--- config.mk ---
export PLATFORM = sky130hd
export DESIGN_NAME = fold_unit
export DESIGN_NICKNAME = d
export VERILOG_FILES = /design/src/rtl/fold_pkg.sv /design/src/rtl/fold_classify.sv /design/src/rtl/fold_queue.sv /design/src/rtl/fold_matcher.sv /design/src/rtl/fold_unit.sv
export SDC_FILE = /design/constraint.sdc
export NUM_CORES = 1
export LEC_CHECK = 0
export ABC_CLOCK_PERIOD_IN_PS = 3950
export CORE_UTILIZATION = 50
export CTS_BUF_LIST = sky130_fd_sc_hd__clkbuf_8
export CTS_CLUSTER_DIAMETER = 120
export DETAILED_ROUTE_END_ITERATION = 8
export DONT_BUFFER_PORTS = 1
export GPL_TIMING_DRIVEN = 0
export PLACE_DENSITY = 0.68
export SYNTH_ARGS = -nofsm -noshare
export SYNTH_HDL_FRONTEND = slang
export SYNTH_SLANG_ARGS = --single-unit
--- constraint.sdc ---
create_clock -name clk -period 3.95 [get_ports clk]
set_input_delay 0.5925 -clock clk [delete_from_list [all_inputs] [get_ports clk]]
set_output_delay 0.5925 -clock clk [all_outputs]
set_load 0.02 [all_outputs]
--- src/rtl/fold_pkg.sv ---
package fold_pkg;
    localparam int OPC_W = 8;
    localparam int LEN_W = 3;
    localparam logic [2:0] FOLD_MAX_SUB = 3'd4;

    typedef enum logic [1:0] {
        CLS_PROD = 2'b00,
        CLS_CONS = 2'b01,
        CLS_OPER = 2'b10,
        CLS_SPEC = 2'b11
    } cls_e;

    function automatic cls_e class_of(input logic [OPC_W-1:0] opc);
        return cls_e'(opc[7:6]);
    endfunction
endpackage

--- src/rtl/fold_classify.sv ---
module fold_classify
    import fold_pkg::*;
(
    input  logic [OPC_W-1:0] opc,
    output cls_e             cls,
    output logic             foldable
);
    always_comb begin
        cls      = class_of(opc);
        foldable = (cls == CLS_OPER) && (opc[2:0] <= FOLD_MAX_SUB);
    end
endmodule

--- src/rtl/fold_queue.sv ---
module fold_queue
    import fold_pkg::*;
#(
    parameter int DEPTH = 4,
    parameter int IDX_W = 4,
    localparam int CNT_W = $clog2(DEPTH + 1)
) (
    input  logic                              clk,
    input  logic                              rst_n,
    input  logic                              in_valid,
    output logic                              in_ready,
    input  logic [OPC_W-1:0]                  in_opcode,
    input  logic [IDX_W-1:0]                  in_index,
    input  logic [LEN_W-1:0]                  deq_len,
    output logic [DEPTH-1:0][OPC_W-1:0]       q_opc,
    output logic [DEPTH-1:0][IDX_W-1:0]       q_idx,
    output logic [CNT_W-1:0]                  q_cnt
);
    typedef struct packed {
        logic [DEPTH-1:0][OPC_W-1:0] opc;
        logic [DEPTH-1:0][IDX_W-1:0] idx;
        logic [CNT_W-1:0]            cnt;
    } qst_t;

    qst_t st_d, st_q;
    logic in_fire;
    int   rem;

    assign in_ready = (int'(st_q.cnt) < DEPTH);
    assign in_fire  = in_valid && in_ready;
    assign q_opc    = st_q.opc;
    assign q_idx    = st_q.idx;
    assign q_cnt    = st_q.cnt;

    always_comb begin
        st_d = st_q;
        rem  = int'(st_q.cnt) - int'(deq_len);
        for (int i = 0; i < DEPTH; i++) begin
            if (i + int'(deq_len) < DEPTH) begin
                st_d.opc[i] = st_q.opc[i + int'(deq_len)];
                st_d.idx[i] = st_q.idx[i + int'(deq_len)];
            end else begin
                st_d.opc[i] = '0;
                st_d.idx[i] = '0;
            end
        end
        if (in_fire && rem >= 0 && rem < DEPTH) begin
            st_d.opc[rem] = in_opcode;
            st_d.idx[rem] = in_index;
        end
        st_d.cnt = CNT_W'(rem + (in_fire ? 1 : 0));
    end

    always_ff @(posedge clk) begin
        if (!rst_n) st_q <= '0;
        else        st_q <= st_d;
    end

    p_no_overflow_r10: assert property (@(posedge clk) disable iff (!rst_n)
        int'(st_q.cnt) <= DEPTH);

    p_deq_fits_r11: assert property (@(posedge clk) disable iff (!rst_n)
        int'(deq_len) <= int'(st_q.cnt));
endmodule

--- src/rtl/fold_matcher.sv ---
module fold_matcher
    import fold_pkg::*;
#(
    parameter int DEPTH = 4,
    parameter int IDX_W = 4,
    localparam int CNT_W = $clog2(DEPTH + 1)
) (
    input  logic                         clk,
    input  logic                         rst_n,
    input  logic [DEPTH-1:0][OPC_W-1:0]  q_opc,
    input  logic [DEPTH-1:0][IDX_W-1:0]  q_idx,
    input  logic [CNT_W-1:0]             q_cnt,
    input  cls_e [DEPTH-1:0]             q_cls,
    input  logic [DEPTH-1:0]             q_fold,
    input  logic                         in_valid,
    input  logic                         out_ready,
    output logic                         out_valid,
    output logic [OPC_W-1:0]             out_opcode,
    output logic [IDX_W-1:0]             out_src_a,
    output logic                         out_src_a_stk,
    output logic [IDX_W-1:0]             out_src_b,
    output logic                         out_src_b_stk,
    output logic [IDX_W-1:0]             out_dst,
    output logic                         out_dst_stk,
    output logic [LEN_W-1:0]             out_len,
    output logic [LEN_W-1:0]             deq_len
);
    typedef struct packed {
        logic             hold;
        logic [LEN_W-1:0] len;
    } mst_t;

    mst_t st_d, st_q;
    int   n;
    logic m4, m3a, m3b, ext, wait_more;
    logic [LEN_W-1:0] auto_len, sel_len;

    logic fold_unused;
    assign fold_unused = ^{q_fold[0], q_fold[DEPTH-1:3], q_opc[DEPTH-1:3]};

    always_comb begin
        n   = int'(q_cnt);
        m4  = (n >= 4) && q_cls[0] == CLS_PROD && q_cls[1] == CLS_PROD
              && q_fold[2] && q_cls[3] == CLS_CONS;
        m3a = (n >= 3) && q_cls[0] == CLS_PROD && q_cls[1] == CLS_PROD && q_fold[2];
        m3b = (n >= 3) && q_cls[0] == CLS_PROD && q_fold[1] && q_cls[2] == CLS_CONS;
        ext = (n == 1 && q_cls[0] == CLS_PROD)
           || (n == 2 && q_cls[0] == CLS_PROD && (q_cls[1] == CLS_PROD || q_fold[1]))
           || (n == 3 && m3a && n < DEPTH);
        wait_more = in_valid && ext;

        if (m4)              auto_len = 3'd4;
        else if (m3a || m3b) auto_len = 3'd3;
        else                 auto_len = 3'd1;
        sel_len = st_q.hold ? st_q.len : auto_len;

        out_valid     = (n != 0) && (st_q.hold || !wait_more);
        out_len       = sel_len;
        out_opcode    = q_opc[0];
        out_src_a     = q_idx[0];
        out_src_a_stk = (q_cls[0] != CLS_PROD);
        out_src_b     = '0;
        out_src_b_stk = 1'b1;
        out_dst       = (q_cls[0] == CLS_CONS) ? q_idx[0] : '0;
        out_dst_stk   = (q_cls[0] != CLS_CONS);

        if (sel_len == 3'd4) begin
            out_opcode    = q_opc[2];
            out_src_a     = q_idx[0];
            out_src_a_stk = 1'b0;
            out_src_b     = q_idx[1];
            out_src_b_stk = 1'b0;
            out_dst       = q_idx[3];
            out_dst_stk   = 1'b0;
        end else if (sel_len == 3'd3 && m3a) begin
            out_opcode    = q_opc[2];
            out_src_a     = q_idx[0];
            out_src_a_stk = 1'b0;
            out_src_b     = q_idx[1];
            out_src_b_stk = 1'b0;
            out_dst       = '0;
            out_dst_stk   = 1'b1;
        end else if (sel_len == 3'd3) begin
            out_opcode    = q_opc[1];
            out_src_a     = '0;
            out_src_a_stk = 1'b1;
            out_src_b     = q_idx[0];
            out_src_b_stk = 1'b0;
            out_dst       = q_idx[2];
            out_dst_stk   = 1'b0;
        end

        st_d.hold = out_valid && !out_ready;
        st_d.len  = sel_len;
        deq_len   = (out_valid && out_ready) ? sel_len : '0;
    end

    always_ff @(posedge clk) begin
        if (!rst_n) st_q <= '0;
        else        st_q <= st_d;
    end

    p_hold_stable_r9: assert property (@(posedge clk) disable iff (!rst_n)
        out_valid && !out_ready |=> out_valid && $stable(out_opcode)
            && $stable(out_src_a) && $stable(out_src_a_stk)
            && $stable(out_src_b) && $stable(out_src_b_stk)
            && $stable(out_dst) && $stable(out_dst_stk) && $stable(out_len));

    p_special_alone_r6: assert property (@(posedge clk) disable iff (!rst_n)
        out_valid && q_cls[0] == CLS_SPEC |-> out_len == 3'd1);

    p_fold4_locals_r2: assert property (@(posedge clk) disable iff (!rst_n)
        out_valid && out_len == 3'd4 |-> !out_src_a_stk && !out_src_b_stk && !out_dst_stk);

    p_len_le_count_r5: assert property (@(posedge clk) disable iff (!rst_n)
        out_valid |-> int'(out_len) <= int'(q_cnt));
endmodule

--- src/rtl/fold_unit.sv ---
module fold_unit
    import fold_pkg::*;
#(
    parameter int IDX_W = 4,
    parameter int DEPTH = 4
) (
    input  logic             clk,
    input  logic             rst_n,
    input  logic             in_valid,
    output logic             in_ready,
    input  logic [7:0]       in_opcode,
    input  logic [IDX_W-1:0] in_index,
    output logic             out_valid,
    input  logic             out_ready,
    output logic [7:0]       out_opcode,
    output logic [IDX_W-1:0] out_src_a,
    output logic             out_src_a_stk,
    output logic [IDX_W-1:0] out_src_b,
    output logic             out_src_b_stk,
    output logic [IDX_W-1:0] out_dst,
    output logic             out_dst_stk,
    output logic [2:0]       out_len
);
    localparam int CNT_W = $clog2(DEPTH + 1);

    logic [DEPTH-1:0][OPC_W-1:0] q_opc;
    logic [DEPTH-1:0][IDX_W-1:0] q_idx;
    logic [CNT_W-1:0]            q_cnt;
    cls_e [DEPTH-1:0]            q_cls;
    logic [DEPTH-1:0]            q_fold;
    logic [LEN_W-1:0]            deq_len;

    fold_queue #(.DEPTH(DEPTH), .IDX_W(IDX_W)) u_queue (
        .clk       (clk),
        .rst_n     (rst_n),
        .in_valid  (in_valid),
        .in_ready  (in_ready),
        .in_opcode (in_opcode),
        .in_index  (in_index),
        .deq_len   (deq_len),
        .q_opc     (q_opc),
        .q_idx     (q_idx),
        .q_cnt     (q_cnt)
    );

    for (genvar g = 0; g < DEPTH; g++) begin : g_cls
        fold_classify u_cls (
            .opc      (q_opc[g]),
            .cls      (q_cls[g]),
            .foldable (q_fold[g])
        );
    end

    fold_matcher #(.DEPTH(DEPTH), .IDX_W(IDX_W)) u_match (
        .clk           (clk),
        .rst_n         (rst_n),
        .q_opc         (q_opc),
        .q_idx         (q_idx),
        .q_cnt         (q_cnt),
        .q_cls         (q_cls),
        .q_fold        (q_fold),
        .in_valid      (in_valid),
        .out_ready     (out_ready),
        .out_valid     (out_valid),
        .out_opcode    (out_opcode),
        .out_src_a     (out_src_a),
        .out_src_a_stk (out_src_a_stk),
        .out_src_b     (out_src_b),
        .out_src_b_stk (out_src_b_stk),
        .out_dst       (out_dst),
        .out_dst_stk   (out_dst_stk),
        .out_len       (out_len),
        .deq_len       (deq_len)
    );
endmodule

==> results.yml, run 1 <==
clocking:
  root_buffer: "clkbuf_8"
  path_clk_slew_ps: 100
  clk_latency_ps: 310
  cts_hold_buf: 0
  cts_sinks: 55
  numCtsBuffers: 5
  h-tree-depth: 2
  cts_tree: "done"
  clk_path_buf_depth: 2
die:
  fp.dieW_um: 87.8
  io_pins: 44
  initial_core_util: 0.530
  fp.dieH_um: 87.8
  core-area_um2: 6940
  rows: 30
  dieArea_um2: 7700
power:
  powerDensity_nw_per_um2: 627
  p_leak_uw: 0.00161
  peakVddDrop_mv: 0.318
finish:
  diodes: 0
  fin_util: 0.580
  layout.nets: 418
  final_common_cell: "dfxtp_1"
  final_cell_mix: "dfxtp_1 (51), inv_1 (27), mux4_2 (24), mux2i_1 (24), o22ai_1 (24)"
  areaGrowthSynthToFinish_pct: 9.46
  fin_area_um2: 4030
  drive_gt1_frac: 0.221
  fillers: 623
  multi_input_area_um2: 2350
  area.sequential_um2: 1110
timing:
  worst_pin_slew_ps: 911
  finalHoldViolCount: 0
  period_minus_slack_ps: 3820
  worst_clock_skew_ps: 10.2
  drv_slew: 0
  setup_viol: 0
  fin_crit_sh: 0.967
  fmax_mhz: 262
  max_slew_margin: 0.392
  whs_ps: 402
global_route:
  grt_pass1_vias: 3135
  grt-ovfl-total: 0
  grtUsageTotal: 0.290
  grt_first_pass_wirelength_um: 16600
  grt_max_degree: 15
  antenna_found_initial: 0
hold_path:
  min_path_cells: 1
  hold_path_class: "input port to register"
  hp-start: "in_index[2]"
run_status:
  outcome: "finished clean"
yosys:
  synthArstFlopShare: 0
  synthesis.nets: 404
  syn_area_um2: 3680
  ys_seq_elements: 55
  synth_top_flop_cell: "dfxtp_1"
  ys_warn_count: 0
  synth-edff-count: 0
  avgSynthCellArea_um2: 9.68
  synthCells: 380
  ys_types: 51
  ys_seq_area_frac: 0.299
worst_setup_path:
  r2r-start: "u_queue.q_opc[6]$_SDFF_PN0_"
  path_class: "register to register"
  crit_path_start_kind: "register"
  required_ps: 4150
  arrival_ps: 4020
  reg2regPathDepth: 19
  end_kind: "register"
  cp_max_fo: 11
  crit_start: "u_queue.q_opc[6]$_SDFF_PN0_"
detailed_routing:
  wl_um: 10700
  drc: 0
  vias: 3239
  wl_per_cell_um: 21.8
  ant_nets: 0
  first_pass_iters: 5
  viasPerCell: 6.62
  drtIter0Drc: 334
placement:
  gp_congestion: 0.841
  port-buffer-count: 0
  dp_hpwl_um: 7150
  placed_cell_area_um2: 3800
run:
  maxCapViolCount: 0
[power breakdown]
group / internal, µW / leakage (µW) / switching, µW / total, µW
registers: 687 / 0.000448 / 154 / 840
clock network: 117 / 0.0000413 / 183 / 300
logic: 602 / 0.00112 / 782 / 1380
total: 1410 / 0.00161 / 1120 / 2520
[area by class of cell]
class	instances	area share
Tap cell	96	0.0298
Timing Repair Buffer	7	0.0131
Multi-Input combinational cell	264	0.583
Buffer	32	0.0541
Inverter	29	0.0270
Clock buffer	5	0.0171
Sequential cell	55	0.275
Clock inverter	1	0.000933
[per-stage QoR]
stage / worst slack, ps / std cells / total power [µW] / TNS (ps)
floorplan: 27.0 / 380 / 1810 / 0
global placement: -825 / 476 / 2080 / -15950
detailed placement: -914 / 476 / 2100 / -17910
CTS: 10.2 / 484 / 2450 / 0
global route: -26.0 / 489 / 2660 / -228
finish: 132 / 489 / 2520 / 0
[per-layer routing]
metal	track usage	up-vias	part of all wire
li1	-	1436	-
met1	0.394	1597	0.43
met2	0.452	178	0.46
met4	0.127	0	0.028
met5	0	-	0
met3	0.0547	28	0.078
[cell usage after synthesis, types with 2 or more instances]
cell type,n,area (µm²)
inv_2,3,11.3
nand3b_1,3,22.5
buf_6,3,33.8
ha_1,7,87.6
buf_4,8,60.1
a22oi_1,13,97.6
buf_2,6,30.0
a22o_1,16,140
nor4b_1,2,17.5
dfxtp_1,55,1100
clkbuf_1,14,52.6
mux4_2,24,541
nor2b_1,19,119
nor4b_4,2,47.6
nand3_1,4,20.0
nor2_1,20,75.1
and2_1,21,131
nor3_1,2,10.0
o21ai_0,5,25.0
nand2b_1,3,18.8
a21oi_1,9,45.0
xnor2_1,2,17.5
mux2i_1,24,240
o21ai_1,5,25.0
o21a_1,12,90.1
o22ai_1,24,150
nand2_1,19,71.3
a222oi_1,7,70.1
inv_1,26,97.6
[worst max-delay path, cell delays in order (launching register included)]
cell,delay (ps)
dfxtp_1,300
buf_2,170
nor4b_4,360
a41oi_4,210
a21oi_4,200
inv_2,90
nand2_4,120
inv_2,70
buf_8,160
buf_12,160
ha_1,200
inv_1,70
fa_2,220
o311ai_2,150
a2111oi_4,490
nand2b_4,210
o31ai_2,80
buf_4,220
a22oi_1,160
nor2b_1,60
[state kept, by name, indices dropped and copies added, names as in the netlist]
| register | count |
|---|---|
| u_match.st_q | 4 |
| u_queue.q_opc | 32 |
| u_queue.q_cnt | 3 |
| u_queue.q_idx | 16 |
[path summary, 6_finish.rpt]
check	end	slack (ps)
worst max register to register	u_queue.q_opc[11]$_SDFF_PN0_	130
worst min register to register	u_queue.q_opc[5]$_SDFF_PN0_	730
worst max-delay path	u_queue.q_opc[11]$_SDFF_PN0_	130
worst min-delay path	u_queue.q_idx[14]$_SDFF_PN0_	400
[cell families after synthesis]
kind of cell / share of synthesized area
xor gates and xnor gates: 0.00476
buffers and inverters: 0.0786
and+or+nand+nor: 0.158
DFF: 0.299
AOI/OAI and AO/OA: 0.218
muxes: 0.212
adders and majority gates: 0.0293
[repair_timing]
item                                    in CTS  in global routing
gates resized for setup                     19                 20
endpoints found under the setup margin      41                 45
setup buffers                                2                  5
cloned                                       0                  0
pin swaps                                    3                  5
No activity file was read; power rests on OpenSTA's default activity.
==> run 2: changes to the inputs <==
--- a/config.mk
+++ b/config.mk
@@ -12,7 +12,7 @@
 export DETAILED_ROUTE_END_ITERATION = 8
 export DONT_BUFFER_PORTS = 1
 export GPL_TIMING_DRIVEN = 0
-export PLACE_DENSITY = 0.68
+export PLACE_DENSITY_LB_ADDON = 0.05
 export SYNTH_ARGS = -nofsm -noshare
 export SYNTH_HDL_FRONTEND = slang
 export SYNTH_SLANG_ARGS = --single-unit
==> run 2 against run 1 <==
Effect of this change: setup slack got worse by 1.0 ps; sequential cell count unchanged; via count decreased by 2.5%; clock power increased by 51%; utilization increased by 0.22 points; largest cell class unchanged; largest power group unchanged; highest routed layer unchanged.
==> results.yml, run 2 (synthesis gave the netlist of run 1 again) <==
run_status:
  outcome: "finished clean"
worst_setup_path:
  arrival_ps: 3230
  path_cells: "nor4b_4 -> buf_4 -> and2_1 -> o211ai_2 -> o311a_1 -> a21oi_2 -> clkbuf_1 -> a222oi_1 -> inv_1"
  critPathMaxStageDelay_ps: 500
  required_ps: 3360
  reg2regPathDepth: 16
  cp.depth: 9
  crit_slowest_cell: "a21oi_2"
  r2r-start: "u_queue.q_opc[14]$_SDFF_PN0_"
  crit_path_start_kind: "register"
  end_kind: "output pin"
  r2r_slack_ps: 160
  path_buf_inv: 3
  crit_family: "compound AO/OA/AOI/OAI gates"
  cp_max_fo: 10
  r2r_end: "u_queue.q_opc[14]$_SDFF_PN0_"
  path_class: "register to output pin"
die:
  fp.dieH_um: 87.8
  dieArea_um2: 7700
  initial_core_util: 0.530
  core-area_um2: 6940
  rows: 30
  io_pins: 44
  fp.dieW_um: 87.8
global_route:
  grt_first_pass_wirelength_um: 16800
  grtUsageTotal: 0.298
  antenna_found_initial: 0
  grt_max_degree: 21
  grt_pass1_vias: 3104
  grt-ovfl-total: 0
timing:
  fmax_mhz: 262
  rsz0062_at_grt: "true"
  fin_crit_sh: 0.967
  worst_clock_skew_ps: 13.8
  drv_slew: 0
  fin_tns_setup_ps: 0
  worst_pin_slew_ps: 902
  whs_ps: 386
  finalHoldViolCount: 0
  period_minus_slack_ps: 3820
  max_slew_margin: 0.399
  setup_viol: 0
clocking:
  clk_latency_ps: 320
  path_clk_slew_ps: 110
  cts_hold_buf: 0
  clk_path_buf_depth: 2
  cts_sinks: 55
  numCtsBuffers: 5
  root_buffer: "clkbuf_8"
  h-tree-depth: 2
  cts_tree: "done"
finish:
  fin_cells: 488
  drive_gt1_frac: 0.207
  largest_register_ffs: 32
  final_common_cell: "dfxtp_1"
  diodes: 0
  layout.nets: 415
  final_cell_mix: "dfxtp_1 (55), inv_1 (27), mux4_2 (24), mux2i_1 (24), o22ai_1 (24)"
  fin_util: 0.582
  areaGrowthSynthToFinish_pct: 9.87
detailed_routing:
  viasPerCell: 6.47
  vias: 3157
  wl_per_cell_um: 22.1
  drtIter0Drc: 370
  wl_um: 10800
  first_pass_iters: 5
  drc: 0
  ant_nets: 0
hold_path:
  hp-start: "in_index[1]"
  min_path_cells: 1
  min_to: "u_queue.q_idx[13]$_SDFF_PN0_"
  hold_path_class: "input port to register"
power:
  fin_total_pwr_uw: 2640
  peakVddDrop_mv: 0.260
  powerDensity_nw_per_um2: 655
  p_leak_uw: 0.00161
placement:
  place_inst: 476
  dp_hpwl_um: 7290
  port-buffer-count: 0
  gp_congestion: 0.866
run:
  maxCapViolCount: 0
run 2: changes by cell type in the layout (fill, tap and decap cells not counted), sizes merged:
| cell | change |
|---|---|
| buf | -5 |
| bufinv | +2 |
| clkbuf | +2 |
run 2: how the worst max path moves through the flow:
stage | start | endpoint | slack, ps
3_3_place_gp | in_valid | u_queue.q_opc[12]$_SDFF_PN0_ | -810
4_1_cts | u_queue.q_opc[6]$_SDFF_PN0_ | u_queue.q_opc[9]$_SDFF_PN0_ | 100
5_1_grt | u_queue.q_opc[6]$_SDFF_PN0_ | u_queue.q_opc[21]$_SDFF_PN0_ | -30
3_5_place_dp | in_valid | u_queue.q_opc[14]$_SDFF_PN0_ | -820
6_report | u_queue.q_opc[14]$_SDFF_PN0_ | out_opcode[6] | 130
2_1_floorplan | in_valid | u_queue.q_idx[4]$_SDFF_PN0_ | 30
run 2: final cells by class:
class,count,area (µm²)
buffer,31,203
clock buffer,5,68.8
clock inverter,3,63.8
fill,607,2900
inverter,29,109
multi-input combinational,264,2340
sequential,55,1100
tap,96,120
timing repair buffer,5,37.5
run 2: per-layer routing:
metal  vias to the layer above  track usage  part of all wire
li1                       1434            -                 -
met1                      1543        0.412              0.44
met2                       164        0.475              0.46
met3                        16       0.0537             0.081
met4                         0       0.0909             0.018
met5                         -            0                 0
run 2: what timing repair did:
| item | 4_1_cts | 5_1_grt |
|---|---|---|
| endpoints found under the setup margin | 49 | 52 |
| pin swaps | 5 | 0 |
| gates resized for setup | 15 | 15 |
| setup buffers | 4 | 1 |
run 2: through the flow:
| stage | setup WS [ps] | cell area [µm²] |
|---|---|---|
| after detailed placement | -823 | 3800 |
| after CTS | 101 | 4000 |
| after floorplan | 27.0 | 3680 |
| final | 131 | 4040 |
| after global placement | -810 | 3800 |
| after global routing | -28.6 | 4040 |
run 2: worst register-to-register path, cell delays in order, from the launching register on:
cell and delay (ps):
dfxtp_1 410, nor4b_4 440, a41oi_4 230, a21oi_4 210, inv_2 90, nand2_4 110, inv_2 70, buf_12 170
ha_1 210, inv_1 70, fa_1 510, a2111oi_4 420, nand2b_1 180, o31ai_2 90, buf_4 220, a22oi_1 180
nor2b_1 60
run 2: power breakdown:
| group | internal (µW) | total, µW | leakage (µW) | switching, µW |
|---|---|---|---|---|
| Sequential | 684 | 833 | 0.000446 | 149 |
| Clock | 251 | 452 | 0.0000695 | 200 |
| Combinational | 584 | 1360 | 0.00109 | 776 |
| Total | 1520 | 2640 | 0.00161 | 1120 |
==> run 3: changes to the inputs <==
--- a/config.mk
+++ b/config.mk
@@ -13,6 +13,7 @@
 export DONT_BUFFER_PORTS = 1
 export GPL_TIMING_DRIVEN = 0
 export PLACE_DENSITY_LB_ADDON = 0.05
+export REMOVE_ABC_BUFFERS = 1
 export SYNTH_ARGS = -nofsm -noshare
 export SYNTH_HDL_FRONTEND = slang
 export SYNTH_SLANG_ARGS = --single-unit
==> run 3 against run 2 <==
Effect of this change: final area down 0.50%; clock power decreased by 12%; sequential cell count did not move; highest routed layer unchanged.
==> results.yml, run 3 (synthesis gave the netlist of run 1 again) <==
run_status:
  outcome: "finished clean"
detailed_routing:
  drtIter0Drc: 271
  ant_nets: 0
  viasPerCell: 6.45
  wl_per_cell_um: 22.0
  met3_length_um: 615
  wl_met2_um: 5080
  first_pass_iters: 5
  top_layer_used: "met4"
  vias: 3037
  drt-met1-wl_um: 4540
  wl_um: 10400
  drc: 0
die:
  io_pins: 44
  dieArea_um2: 7700
  fp.dieH_um: 87.8
  fp.dieW_um: 87.8
  core-area_um2: 6940
  rows: 30
  initial_core_util: 0.530
timing:
  finalHoldViolCount: 0
  fin_crit_sh: 0.966
  fmax_mhz: 262
  fin_tns_setup_ps: 0
  worst_pin_slew_ps: 1190
  max_slew_margin: 0.206
  period_minus_slack_ps: 3820
  drv_slew: 0
  worst_clock_skew_ps: 12.1
  setup_viol: 0
finish:
  final_cell_mix: "dfxtp_1 (48), inv_1 (26), mux4_2 (24), mux2i_1 (24), o22ai_1 (24)"
  drive_gt1_frac: 0.229
  multi_input_area_um2: 2410
  largest_register_ffs: 32
  fin_util: 0.579
  diodes: 0
  areaGrowthSynthToFinish_pct: 9.32
  fin_cells: 471
  final_common_cell: "dfxtp_1"
  fillers: 615
  area.sequential_um2: 1110
  layout.nets: 398
placement:
  port-buffer-count: 0
  gp_congestion: 0.762
  dp_hpwl_um: 6360
  place_inst: 448
worst_setup_path:
  end_kind: "register"
  path_class: "register to register"
  reg2regPathDepth: 17
  arrival_ps: 4030
  cp_max_fo: 30
  crit_path_start_kind: "register"
  required_ps: 4160
global_route:
  antenna_found_initial: 0
  grt-ovfl-total: 0
  grt_first_pass_wirelength_um: 15900
  grt_max_degree: 46
  grtUsageTotal: 0.281
  grt_pass1_vias: 2838
clocking:
  clk_path_buf_depth: 2
  numCtsBuffers: 5
  clk_latency_ps: 320
  cts_hold_buf: 0
  h-tree-depth: 2
  cts_tree: "done"
  cts_sinks: 55
  root_buffer: "clkbuf_8"
  path_clk_slew_ps: 110
hold_path:
  hold_path_class: "input port to register"
  min_path_cells: 1
power:
  powerDensity_nw_per_um2: 652
  peakVddDrop_mv: 0.339
  p_leak_uw: 0.00156
run:
  maxCapViolCount: 0
==> run 3: what timing repair did <==
action / in CTS / in global routing
cloned: 1 / 0
setup endpoints to repair: 58 / 48
setup buffers: 8 / 6
pin swaps: 6 / 4
resized for setup: 21 / 10
==> run 3: per-stage QoR <==
step           setup slack, ps  total power [µW]  area, µm²  hold slack [ps]
2_1_floorplan            -1440              1740       3500              625
3_3_place_gp             -4360              2000       3620              676
3_5_place_dp             -1480              2040       3670              677
4_1_cts                   5.80              2580       3960              372
5_1_grt                  -6.96              2760       4020              366
6_report                   135              2620       4020              385
==> run 3: worst paths after layout <==
| path | start | to | slack (ps) |
|---|---|---|---|
| max | u_queue.q_opc[15]$_SDFF_PN0_ | u_queue.q_opc[14]$_SDFF_PN0_ | 130 |
| max reg2reg | u_queue.q_opc[15]$_SDFF_PN0_ | u_queue.q_opc[14]$_SDFF_PN0_ | 130 |
| min | rst_n | u_queue.q_opc[3]$_SDFF_PN0_ | 390 |
| min reg2reg | u_queue.q_opc[24]$_SDFF_PN0_ | u_queue.q_opc[16]$_SDFF_PN0_ | 700 |
==> run 3: report_power, final <==
part	internal, µW	total [µW]	switching, µW	leakage, µW
clock	193	397	204	0.0000587
combinational	589	1350	762	0.00105
sequential	689	874	184	0.000449
==> run 3: critical path, cell delays in order, from the launching register on <==
cell	delay [ps]
dfxtp_2	380
nor4b_4	300
buf_4	180
a41oi_4	160
a21oi_4	210
inv_4	120
nand2_8	140
inv_16	100
ha_1	210
inv_1	70
fa_2	510
a2111oi_4	370
buf_4	220
a211o_1	160
o31ai_4	110
buf_4	210
a22oi_1	160
nor2b_1	60
==> run 3: area by class of cell <==
type                    instances  area share
inverters                      29      0.0317
multi-input cells             265       0.599
well taps                      96      0.0299
clock buffers                   5      0.0171
flip-flops and latches         55       0.276
repair buffers                 18      0.0345
clock inverters                 3      0.0118
==> run 3: routing by layer <==
layer,vias to the layer above,global-route usage
met5,-,0
met4,0,0.0879
met3,13,0.0443
met2,110,0.455
met1,1519,0.387
li1,1395,-
